[src/rtl/sps_pkg.sv]
package sps_pkg;

    typedef enum logic [1:0] {
        ST_IDLE  = 2'd0,
        ST_CONV  = 2'd1,
        ST_DONE  = 2'd2,
        ST_PDOWN = 2'd3
    } seq_state_t;

    typedef struct packed {
        logic       pdown;
        logic       bank_b;
        logic [1:0] last_ch;
    } mode_word_t;

    localparam mode_word_t MODE_DEFAULT = '{pdown: 1'b0, bank_b: 1'b0, last_ch: 2'd0};

endpackage

[src/rtl/sps_strobe_front.sv]
module sps_strobe_front #(
    parameter int CTL_W = 4
) (
    input  logic             clk,
    input  logic             rst_n,
    input  logic             cs_n,
    input  logic             wr_n,
    input  logic             rd_n,
    input  logic             convst,
    input  logic [CTL_W-1:0] ctl_in,
    output logic             wr_commit,
    output logic [CTL_W-1:0] ctl_word,
    output logic             rd_start,
    output logic             rd_end,
    output logic             cv_rise
);

    logic             wr_act;
    logic             rd_act;
    logic             wr_act_q;
    logic             rd_act_q;
    logic             cv_q;
    logic [CTL_W-1:0] ctl_cap_q;

    assign wr_act = !cs_n && !wr_n;
    assign rd_act = !cs_n && !rd_n;

    always_ff @(posedge clk or negedge rst_n) begin
        if (!rst_n) begin
            wr_act_q  <= 1'b0;
            rd_act_q  <= 1'b0;
            cv_q      <= 1'b1;
            ctl_cap_q <= '0;
        end else begin
            wr_act_q <= wr_act;
            rd_act_q <= rd_act;
            cv_q     <= convst;
            if (wr_act) begin
                ctl_cap_q <= ctl_in;
            end
        end
    end

    // the first of the two strobes to rise ends the write
    assign wr_commit = wr_act_q && !wr_act;
    assign ctl_word  = ctl_cap_q;
    assign rd_start  = rd_act && !rd_act_q;
    assign rd_end    = rd_act_q && !rd_act;
    assign cv_rise   = convst && !cv_q;

    AST_COMMIT_NEEDS_SELECT: assert property (@(posedge clk) disable iff (!rst_n)
        wr_commit |-> ($past(!cs_n) && $past(!wr_n)));

endmodule

[src/rtl/sps_track_hold.sv]
module sps_track_hold #(
    parameter int DATA_W = 14,
    parameter int N_CH   = 4
) (
    input  logic                   clk,
    input  logic                   rst_n,
    input  logic                   capture,
    input  logic                   bank_b,
    input  logic [N_CH*DATA_W-1:0] ain_a,
    input  logic [N_CH*DATA_W-1:0] ain_b,
    output logic [N_CH*DATA_W-1:0] held
);

    generate
        for (genvar c = 0; c < N_CH; c++) begin : g_ch
            logic [DATA_W-1:0] hold_q;

            always_ff @(posedge clk or negedge rst_n) begin
                if (!rst_n) begin
                    hold_q <= '0;
                end else if (capture) begin
                    hold_q <= bank_b ? ain_b[c*DATA_W +: DATA_W]
                                     : ain_a[c*DATA_W +: DATA_W];
                end
            end

            assign held[c*DATA_W +: DATA_W] = hold_q;
        end
    endgenerate

endmodule

[src/rtl/sps_conv_model.sv]
module sps_conv_model #(
    parameter int DATA_W      = 14,
    parameter int N_CH        = 4,
    parameter int CH_W        = 2,
    parameter int CONV_CYCLES = 48
) (
    input  logic                   clk,
    input  logic                   rst_n,
    input  logic                   busy,
    input  logic [CH_W-1:0]        chan,
    input  logic [N_CH*DATA_W-1:0] held,
    output logic                   step_done,
    output logic [DATA_W-1:0]      result
);

    localparam int CNT_W = $clog2(CONV_CYCLES + 1);
    localparam logic [CNT_W-1:0] CNT_LAST = CNT_W'(CONV_CYCLES - 1);

    logic [CNT_W-1:0] cnt_q;

    always_ff @(posedge clk or negedge rst_n) begin
        if (!rst_n) begin
            cnt_q <= '0;
        end else if (!busy || cnt_q == CNT_LAST) begin
            cnt_q <= '0;
        end else begin
            cnt_q <= cnt_q + 1'b1;
        end
    end

    assign step_done = busy && (cnt_q == CNT_LAST);
    assign result    = held[int'(chan)*DATA_W +: DATA_W];

    AST_COUNT_BOUNDED: assert property (@(posedge clk) disable iff (!rst_n)
        !busy |=> cnt_q == '0);

endmodule

[src/rtl/sps_result_mem.sv]
module sps_result_mem #(
    parameter int DATA_W = 14,
    parameter int N_CH   = 4,
    parameter int CH_W   = 2
) (
    input  logic              clk,
    input  logic              we,
    input  logic [CH_W-1:0]   waddr,
    input  logic [DATA_W-1:0] wdata,
    input  logic [CH_W-1:0]   raddr,
    output logic [DATA_W-1:0] rdata
);

    logic [DATA_W-1:0] mem [N_CH];

    always_ff @(posedge clk) begin
        if (we) begin
            mem[waddr] <= wdata;
        end
    end

    assign rdata = mem[raddr];

endmodule

[src/rtl/sps_seq_ctrl.sv]
module sps_seq_ctrl
    import sps_pkg::*;
#(
    parameter int DATA_W      = 14,
    parameter int N_CH        = 4,
    parameter int CONV_CYCLES = 48,
    parameter int CTL_W       = 4
) (
    input  logic                   clk,
    input  logic                   rst_n,
    input  logic                   cs_n,
    input  logic                   wr_n,
    input  logic                   rd_n,
    input  logic                   convst,
    input  logic [CTL_W-1:0]       ctl_in,
    input  logic [N_CH*DATA_W-1:0] ain_a,
    input  logic [N_CH*DATA_W-1:0] ain_b,
    output logic [DATA_W-1:0]      data_out,
    output logic                   data_oe,
    output logic                   int_n
);

    localparam int CH_W = $clog2(N_CH);

    seq_state_t        state_q, state_d;
    mode_word_t        mode_q, new_mode;
    logic [CH_W-1:0]   chan_q, seq_last_q, rd_ptr_q;
    logic              int_q;

    logic              wr_commit, rd_start, rd_end, cv_rise;
    logic [CTL_W-1:0]  ctl_word;
    logic              pd_cmd, wake_cmd, start;
    logic              step_done, last_step;
    logic [N_CH*DATA_W-1:0] held;
    logic [DATA_W-1:0] result, rdata;

    sps_strobe_front #(.CTL_W(CTL_W)) u_front (
        .clk(clk), .rst_n(rst_n), .cs_n(cs_n), .wr_n(wr_n), .rd_n(rd_n),
        .convst(convst), .ctl_in(ctl_in), .wr_commit(wr_commit),
        .ctl_word(ctl_word), .rd_start(rd_start), .rd_end(rd_end),
        .cv_rise(cv_rise)
    );

    assign new_mode  = mode_word_t'(ctl_word);
    assign pd_cmd    = wr_commit && new_mode.pdown;
    assign wake_cmd  = wr_commit && !new_mode.pdown;
    assign start     = (state_q == ST_IDLE) && cv_rise && !pd_cmd;
    assign last_step = step_done && (chan_q == seq_last_q);

    sps_track_hold #(.DATA_W(DATA_W), .N_CH(N_CH)) u_hold (
        .clk(clk), .rst_n(rst_n), .capture(start), .bank_b(mode_q.bank_b),
        .ain_a(ain_a), .ain_b(ain_b), .held(held)
    );

    sps_conv_model #(.DATA_W(DATA_W), .N_CH(N_CH), .CH_W(CH_W),
                     .CONV_CYCLES(CONV_CYCLES)) u_conv (
        .clk(clk), .rst_n(rst_n), .busy(state_q == ST_CONV), .chan(chan_q),
        .held(held), .step_done(step_done), .result(result)
    );

    sps_result_mem #(.DATA_W(DATA_W), .N_CH(N_CH), .CH_W(CH_W)) u_mem (
        .clk(clk), .we(step_done), .waddr(chan_q), .wdata(result),
        .raddr(rd_ptr_q), .rdata(rdata)
    );

    // next-state selection
    always_comb begin
        state_d = state_q;
        unique case (state_q)
            ST_IDLE:  if (pd_cmd) state_d = ST_PDOWN;
                      else if (cv_rise) state_d = ST_CONV;
            ST_CONV:  if (pd_cmd) state_d = ST_PDOWN;
                      else if (last_step) state_d = ST_DONE;
            ST_DONE:  if (pd_cmd) state_d = ST_PDOWN;
                      else state_d = ST_IDLE;
            ST_PDOWN: if (wake_cmd) state_d = ST_IDLE;
            default:  state_d = ST_IDLE;
        endcase
    end

    // state register
    always_ff @(posedge clk or negedge rst_n) begin
        if (!rst_n) begin
            state_q <= ST_IDLE;
        end else begin
            state_q <= state_d;
        end
    end

    // registered outputs and sequence bookkeeping
    always_ff @(posedge clk or negedge rst_n) begin
        if (!rst_n) begin
            mode_q     <= MODE_DEFAULT;
            chan_q     <= '0;
            seq_last_q <= '0;
            rd_ptr_q   <= '0;
            int_q      <= 1'b1;
        end else begin
            if (wake_cmd) begin
                mode_q <= new_mode;
            end
            if (start) begin
                chan_q     <= '0;
                seq_last_q <= CH_W'(mode_q.last_ch);
            end else if (step_done && !last_step) begin
                chan_q <= chan_q + 1'b1;
            end
            if (state_q == ST_DONE && !pd_cmd) begin
                int_q <= 1'b0;
            end else if (rd_start) begin
                int_q <= 1'b1;
            end
            if (state_q == ST_DONE) begin
                rd_ptr_q <= '0;
            end else if (rd_end) begin
                rd_ptr_q <= (rd_ptr_q == seq_last_q) ? '0 : rd_ptr_q + 1'b1;
            end
        end
    end

    assign int_n    = int_q;
    assign data_oe  = !cs_n && !rd_n;
    assign data_out = data_oe ? rdata : '0;

    AST_INT_FALLS_FROM_DONE: assert property (@(posedge clk) disable iff (!rst_n)
        $fell(int_n) |-> $past(state_q == ST_DONE));

    AST_BUSY_IGNORES_START: assert property (@(posedge clk) disable iff (!rst_n)
        (state_q == ST_CONV && !step_done && !pd_cmd)
            |=> (state_q == ST_CONV && $stable(chan_q) && $stable(seq_last_q)));

    AST_CHAN_ASCENDS: assert property (@(posedge clk) disable iff (!rst_n)
        (state_q == ST_CONV && step_done && !last_step && !pd_cmd)
            |=> chan_q == $past(chan_q) + 1'b1);

    AST_PTR_HOME_AFTER_DONE: assert property (@(posedge clk) disable iff (!rst_n)
        state_q == ST_DONE |=> rd_ptr_q == '0);

    AST_PTR_IN_RANGE: assert property (@(posedge clk) disable iff (!rst_n)
        rd_ptr_q <= seq_last_q);

    AST_PDOWN_KEEPS_INT: assert property (@(posedge clk) disable iff (!rst_n)
        (state_q == ST_PDOWN && int_n) |=> int_n);

endmodule

[config.mk]
export PLATFORM = sky130hd
export DESIGN_NAME = sps_seq_ctrl
export DESIGN_NICKNAME = d
export VERILOG_FILES = /design/src/rtl/sps_pkg.sv /design/src/rtl/sps_strobe_front.sv /design/src/rtl/sps_track_hold.sv /design/src/rtl/sps_conv_model.sv /design/src/rtl/sps_result_mem.sv /design/src/rtl/sps_seq_ctrl.sv
export SDC_FILE = /design/constraint.sdc
export NUM_CORES = 1
export LEC_CHECK = 0
export ABC_AREA = 1
export CAP_MARGIN = 40
export CORE_MARGIN = 2
export CORE_UTILIZATION = 50
export CTS_BUF_LIST = sky130_fd_sc_hd__clkbuf_8
export DETAILED_ROUTE_END_ITERATION = 10
export PLACE_DENSITY_LB_ADDON = 0.3
export SLEW_MARGIN = 0
export SYNTH_ARGS = -nofsm -noshare
export SYNTH_HDL_FRONTEND = slang
export SYNTH_SLANG_ARGS = --single-unit
[constraint.sdc]
create_clock -name clk -period 3.41 [get_ports clk]
set_input_delay 0.682 -clock clk [delete_from_list [all_inputs] [get_ports clk]]
set_output_delay 0.682 -clock clk [all_outputs]
set_load 0.05 [all_outputs]
==> impl_results.md, run 1 <==
- Post-CTS resize count: 0
- Worst path slowest cell: inv_1
- Post-synth top area cell: dfrtp_1
- Via count: 5494
- Share of the synthesized area in the top cell type: 0.288
- Clk_skew: 0.0108 ns
- First-pass GRT wire length: 25700 um
- Grt peak-use layer: met2
- Critical path arrival: 2.25 ns
- Crit path time final: 2.93 ns
- Pwr/cell area: 654 nW/um2
- Critical Path Source: rd_ptr_q[0]$_DFFE_PN0P_
- Post-CTS Hold Fix Bufs: 0
- Gpl congestion: 0.815
- Synth area leaders: dfrtp_1 (29%), edfxtp_1 (25%), o21ai_0 (9.3%)
- Met1 usage: 0.278
- Reg-to-Reg Start: chan_q[0]$_DFFE_PN0P_
- R2R depth: 5
- Area Overhead vs Synth: 28.7%
- Yosys warns: 0
- Setup violators final: 0
- PortBufs: 137
- Met2 usage: 0.385
- Final #Nets: 1013
- Pin count of the biggest net entering global routing: 114
- CTS tree: done
- Setup Fix Bufs, Post-CTS: 0
- HP Class: in -> async
- Ant. Diodes: 0
- Setup crit end: data_out[6]
- Die area: 14700 um2
- Reg2reg setup slack: 1.26 ns
- Drt total wl: 15500 um
- Share of cells above drive strength 1: 0.186
- # IOs: 138
- Clk sinks: 137
- Initial antenna violation count: 0
- Initial Util: 0.516
- CTS H-Tree Depth: 4
- Clock root buffer: clkbuf_8
- Routed Antenna Nets: 0
- MaxCap Viol Count: 0
- Mean area per synthesized cell: 9.02 um2
- RSZ-0062 raised after global routing: false
- Final hold violation count: 0
- Clk slew on worst S/H paths: 0.08 ns
- Gr ovfl total: 0
- Pre-antenna DRT Iters: 5
- Commonest non-fill, non-tap cell in the layout: o21ai_0
- Final worst-path cycle share: 0.860
- Seq cells post-synth: 137
- Critical path class: reg -> out
- Avg Vias per Cell: 5.11
- Setup TNS: 0 ns
- CP Capture Type: output pin
- CP max FO: 32
- Most frequent cells in the layout: o21ai_0 (127), clkdlybuf4s50_1 (121), nand2_1 (113)
- Die Span Y: 121 um
- Placed cell area: 8440 um2
- Net Count, Synth: 887
- Max Freq: 341 MHz
- Num rows: 42
- Longest Clk Path Bufs: 2
- Synthesized cell area: 6860 um2
- CTS buffer count: 17
- Placed Cells incl. Taps: 1043
- R2R Path End: u_mem.mem[2][8]$_DFFE_PP_
- Insertion delay to the later sink of the worst-skew pair: 0.44 ns
- Total GRT Usage: 0.225
- Peak supply drop: 0.258 mV
- Die X: 121 um
- DRT iter0 DRCs: 509
- Cells after Synth: 760
- WL/cell: 14.4 um
- Distinct cell type count after synthesis: 32
- Remaining DRCs: 0
- GR Layer Usage met3: 0.0517
- Slew Viols, Final: 0
- Startpoint types: flop
- Sequential share of the synthesized area: 0.541
- Final HPWL DP: 11400 um
- Worst Tran Pin Value: 0.866 ns
- Fin area: 8830 um2
- Vias in the first global route: 5613
- Slew margin rel.: 0.423
- Fin cells: 1075
- CP peak stage delay: 0.62 ns
- Req. time, crit path: 2.73 ns
- Cell Chain, Critical Path: inv_1, o21ai_0, a21oi_1, buf_12
- Status: complete, no violations
- Core area: 13300 um2
- Static leakage: 3.79 nW
## metrics by stage
stage	setup slack, ns	util	total power [mW]	hold slack [ns]
6_report	0.479	0.664	5.78	0.190
5_1_grt	0.287	0.664	6.14	0.203
4_1_cts	0.510	0.664	5.80	0.182
3_5_place_dp	0.673	0.635	4.54	0.468
3_3_place_gp	0.690	0.633	4.42	0.443
2_1_floorplan	0.623	-	3.87	0.386
## routing by layer
metal  share of wire  wire [um]
met5               0          0
met4           0.014        212
met1            0.43       6660
met3           0.050        778
met2            0.51       7840
## cells in the mapped netlist (all sizes together)
master,count
nor3,1
edfxtp,56
nand2,159
xnor2,1
a21oi,18
o22ai,14
o211ai,2
inv,82
nor2,106
nand3,7
or2,1
nand3b,1
clkbuf,20
buf,23
dfstp,2
a31oi,1
dfrtp,79
nor3b,1
nand4,2
o21ai,179
ha,5
## cell families after synthesis
family          after synthesis  synth area share
simple gates                278             0.176
compound gates              214             0.187
flops                       137             0.541
buf+inv                     125            0.0859
fa+ha+maj                     5           0.00912
xor+xnor                      1           0.00128
## flip-flops by register name, indices dropped and copies added (netlist names), 2 cells and up
register and flops:
u_mem.mem 56, u_hold.g_ch.hold_q 56, mode_q 3, u_front.ctl_word 4, u_conv.cnt_q 6, chan_q 2, state_q 2, seq_last_q 2
rd_ptr_q 2
## power by group
part / switching (mW) / leakage (nW) / internal [mW] / total, mW
combinational: 1.23 / 2.07 / 0.816 / 2.05
clock: 0.617 / 0.194 / 0.648 / 1.26
sequential: 0.274 / 1.53 / 2.19 / 2.46
## critical path: cells and delay by family (launching register included)
kind / cells / cell delay, ns
AOI/OAI and AO/OA: 2 / 0.62
DFF: 1 / 0.38
buffers and inverters: 2 / 0.80
## layout make-up
class                           count  area [um2]
Inverter                           82         308
Timing Repair Buffer              150        1640
Fill cell                        1060        4470
Tap cell                          176         220
Multi-Input combinational cell    498        2570
Sequential cell                   137        3710
Clock inverter                     15         151
Clock buffer                       17         234
## how the worst min path moves through the flow
stage                                           end  slack (ns)                            startpoint  cells after the start
2_1_floorplan                 chan_q[0]$_DFFE_PN0P_        0.39                                 rst_n                      0
3_3_place_gp              u_conv.cnt_q[0]$_DFF_PN0_        0.44             u_conv.cnt_q[0]$_DFF_PN0_                      1
3_5_place_dp   u_hold.g_ch[2].hold_q[3]$_DFFE_PN0P_        0.47  u_hold.g_ch[2].hold_q[3]$_DFFE_PN0P_                      2
4_1_cts        u_hold.g_ch[1].hold_q[0]$_DFFE_PN0P_        0.18                                 rst_n                      1
5_1_grt        u_hold.g_ch[1].hold_q[0]$_DFFE_PN0P_        0.20                                 rst_n                      1
6_report       u_hold.g_ch[1].hold_q[0]$_DFFE_PN0P_        0.19                                 rst_n                      1
Note: power is estimated with default switching activity, not from simulation.
==> run 2: changes to the inputs <==
- clock period: 3.41 -> 2.95 ns (I/O delays scaled with it)
==> run 2 against run 1 <==
Against the previous run: cell count is 0.65% higher; critical path depth up 1; combinational power grew 16%; largest cell class unchanged; total power up 15%; via count is 1.8% higher; sequential share of layout area shrank 0.23 points; first-iteration DRC count is 6.3% higher; count of clock-buffer cells in the layout unchanged; sequential power increased by 17%; clock power rose by 11%; sequential cell count unchanged; clock skew rose by 0.0025 ns.
==> impl_results.md, run 2 (synthesized netlist as in run 1, its figures left out) <==
- Worst Tran Pin Value: 0.842 ns
- PortBufs: 137
- Sw Share: 0.373
- Initial antenna violation count: 0
- Placed Cells incl. Taps: 1050
- Setup TNS: 0 ns
- Gr ovfl total: 0
- Insertion delay to the later sink of the worst-skew pair: 0.44 ns
- Register area: 3710 um2
- Area used by multi-input combinational logic: 2570 um2
- Fin cells: 1082
- Area Overhead vs Synth: 29.4%
- Setup violators final: 0
- Worst path slowest cell: dfrtp_1
- Startpoint types: flop
- Max Freq: 378 MHz
- RSZ-0062 raised after global routing: false
- Final HPWL DP: 11700 um
- Delay-heaviest family, CP: buffers and inverters
- Wire length on met2: 8070 um
- Pin count of the biggest net entering global routing: 62
- Cell Chain, Critical Path: inv_1, buf_4, o21ai_0, a21oi_1, buf_12
- Largest regs: u_hold.g_ch.hold_q (56), u_mem.mem (56), u_conv.cnt_q (6)
- MaxCap Viol Count: 0
- Most frequent cells in the layout: o21ai_0 (127), clkdlybuf4s50_1 (121), nand2_1 (113)
- Ant. Diodes: 0
- Commonest non-fill, non-tap cell in the layout: o21ai_0
- Die X: 121 um
- Gpl congestion: 0.842
- Final #Nets: 1020
- Clk sinks: 137
- Status: complete, no violations
- Die Span Y: 121 um
- Internal power: 4.18 mW
- Num rows: 42
- Longest Clk Path Bufs: 2
- Final worst-path cycle share: 0.896
- Initial Util: 0.516
- Peak supply drop: 0.327 mV
- Total GRT Usage: 0.223
- Gate power share: 0.356
- Final hold violation count: 0
- Share of cells above drive strength 1: 0.189
- Share of power burned in registers: 0.434
- Setup Fix Bufs, Post-CTS: 0
- Clock root buffer: clkbuf_8
- CTS buffer count: 17
- CTS tree: done
- First-pass GRT wire length: 25500 um
- Pre-antenna DRT Iters: 5
- # IOs: 138
- Remaining DRCs: 0
- Pwr/cell area: 750 nW/um2
- Die area: 14700 um2
- Avg Vias per Cell: 5.17
- Routed Antenna Nets: 0
- Switch Pwr: 2.48 mW
- Met1 wire length: 6350 um
- Core area: 13300 um2
- Post-CTS Hold Fix Bufs: 0
- Static leakage: 3.82 nW
- Clock group share of total power: 0.210
- Clk slew on worst S/H paths: 0.08 ns
- Levels on crit path: 5
- Vias in the first global route: 5409
- Placed cell area: 8510 um2
- Drt total wl: 15800 um
- Fin area: 8880 um2
- WL met3: 1100 um
- Critical path class: reg -> out
- WL/cell: 14.6 um
- CP Capture Type: output pin
- CP peak stage delay: 0.38 ns
- Post-CTS resize count: 0
- R2R depth: 5
- Slew Viols, Final: 0
- Critical path arrival: 2.05 ns
- Top layer in use: met4
- Clk_skew: 0.0133 ns
- CTS H-Tree Depth: 4
- Req. time, crit path: 2.36 ns
- DRT iter0 DRCs: 541
- Via count: 5595
- CP max FO: 18
- Crit path time final: 2.64 ns
- Fillers: 1026
- Slew margin rel.: 0.439
- CP Buf/Inv Count: 3
- HP Class: in -> async
## run 2: cell count changes in the layout (fill, tap and decap cells not counted), sizes merged
cell	before	now
buf	29	36
inv	84	89
clkinv	9	5
bufinv	2	1
## run 2: final timing paths
check / start / to / slack (ns)
worst max-delay path: rd_ptr_q[0]$_DFFE_PN0P_ / data_out[7] / 0.31
worst min-delay path: rst_n / u_hold.g_ch[0].hold_q[1]$_DFFE_PN0P_ / 0.13
worst max register to register: chan_q[1]$_DFFE_PN0P_ / u_mem.mem[0][7]$_DFFE_PP_ / 0.87
worst min register to register: u_conv.cnt_q[0]$_DFF_PN0_ / u_conv.cnt_q[0]$_DFF_PN0_ / 0.48
max in group asynchronous: rst_n / u_hold.g_ch[3].hold_q[9]$_DFFE_PN0P_ / 2.07
min in group clk: u_conv.cnt_q[0]$_DFF_PN0_ / u_conv.cnt_q[0]$_DFF_PN0_ / 0.48
## run 2: power groups by stage
stage               Combinational (mW)  Sequential, mW  Clock (mW)
finish                            2.37            2.89        1.40
CTS                               2.39            2.89        1.41
floorplan                         1.66            2.81           0
global route                      2.63            2.94        1.49
global placement                  2.28            2.90           0
detailed placement                2.39            2.92           0
## run 2: per-layer routing
| metal | vias up | global-route usage |
|---|---|---|
| met5 | - | 0 |
| met4 | 0 | 0.0690 |
| met3 | 23 | 0.0578 |
| met2 | 206 | 0.378 |
| met1 | 2611 | 0.281 |
| li1 | 2755 | - |
## run 2: area by class of cell
type	count	share of cell area
flip-flops and latches	137	0.418
multi-input cells	498	0.289
repair buffers	157	0.192
inverters	82	0.0347
clock buffers	17	0.0264
well taps	176	0.0248
clock inverters	15	0.0147
## run 2: per-stage QoR
step / setup WS, ns / total power, mW / hold slack [ns] / utilization
2_1_floorplan: 0.347 / 4.48 / 0.294 / -
5_1_grt: 0.190 / 7.07 / 0.152 / 0.668
6_report: 0.308 / 6.66 / 0.130 / 0.668
3_3_place_gp: 0.416 / 5.17 / 0.450 / 0.640
4_1_cts: 0.302 / 6.69 / 0.130 / 0.668
3_5_place_dp: 0.388 / 5.31 / 0.468 / 0.640
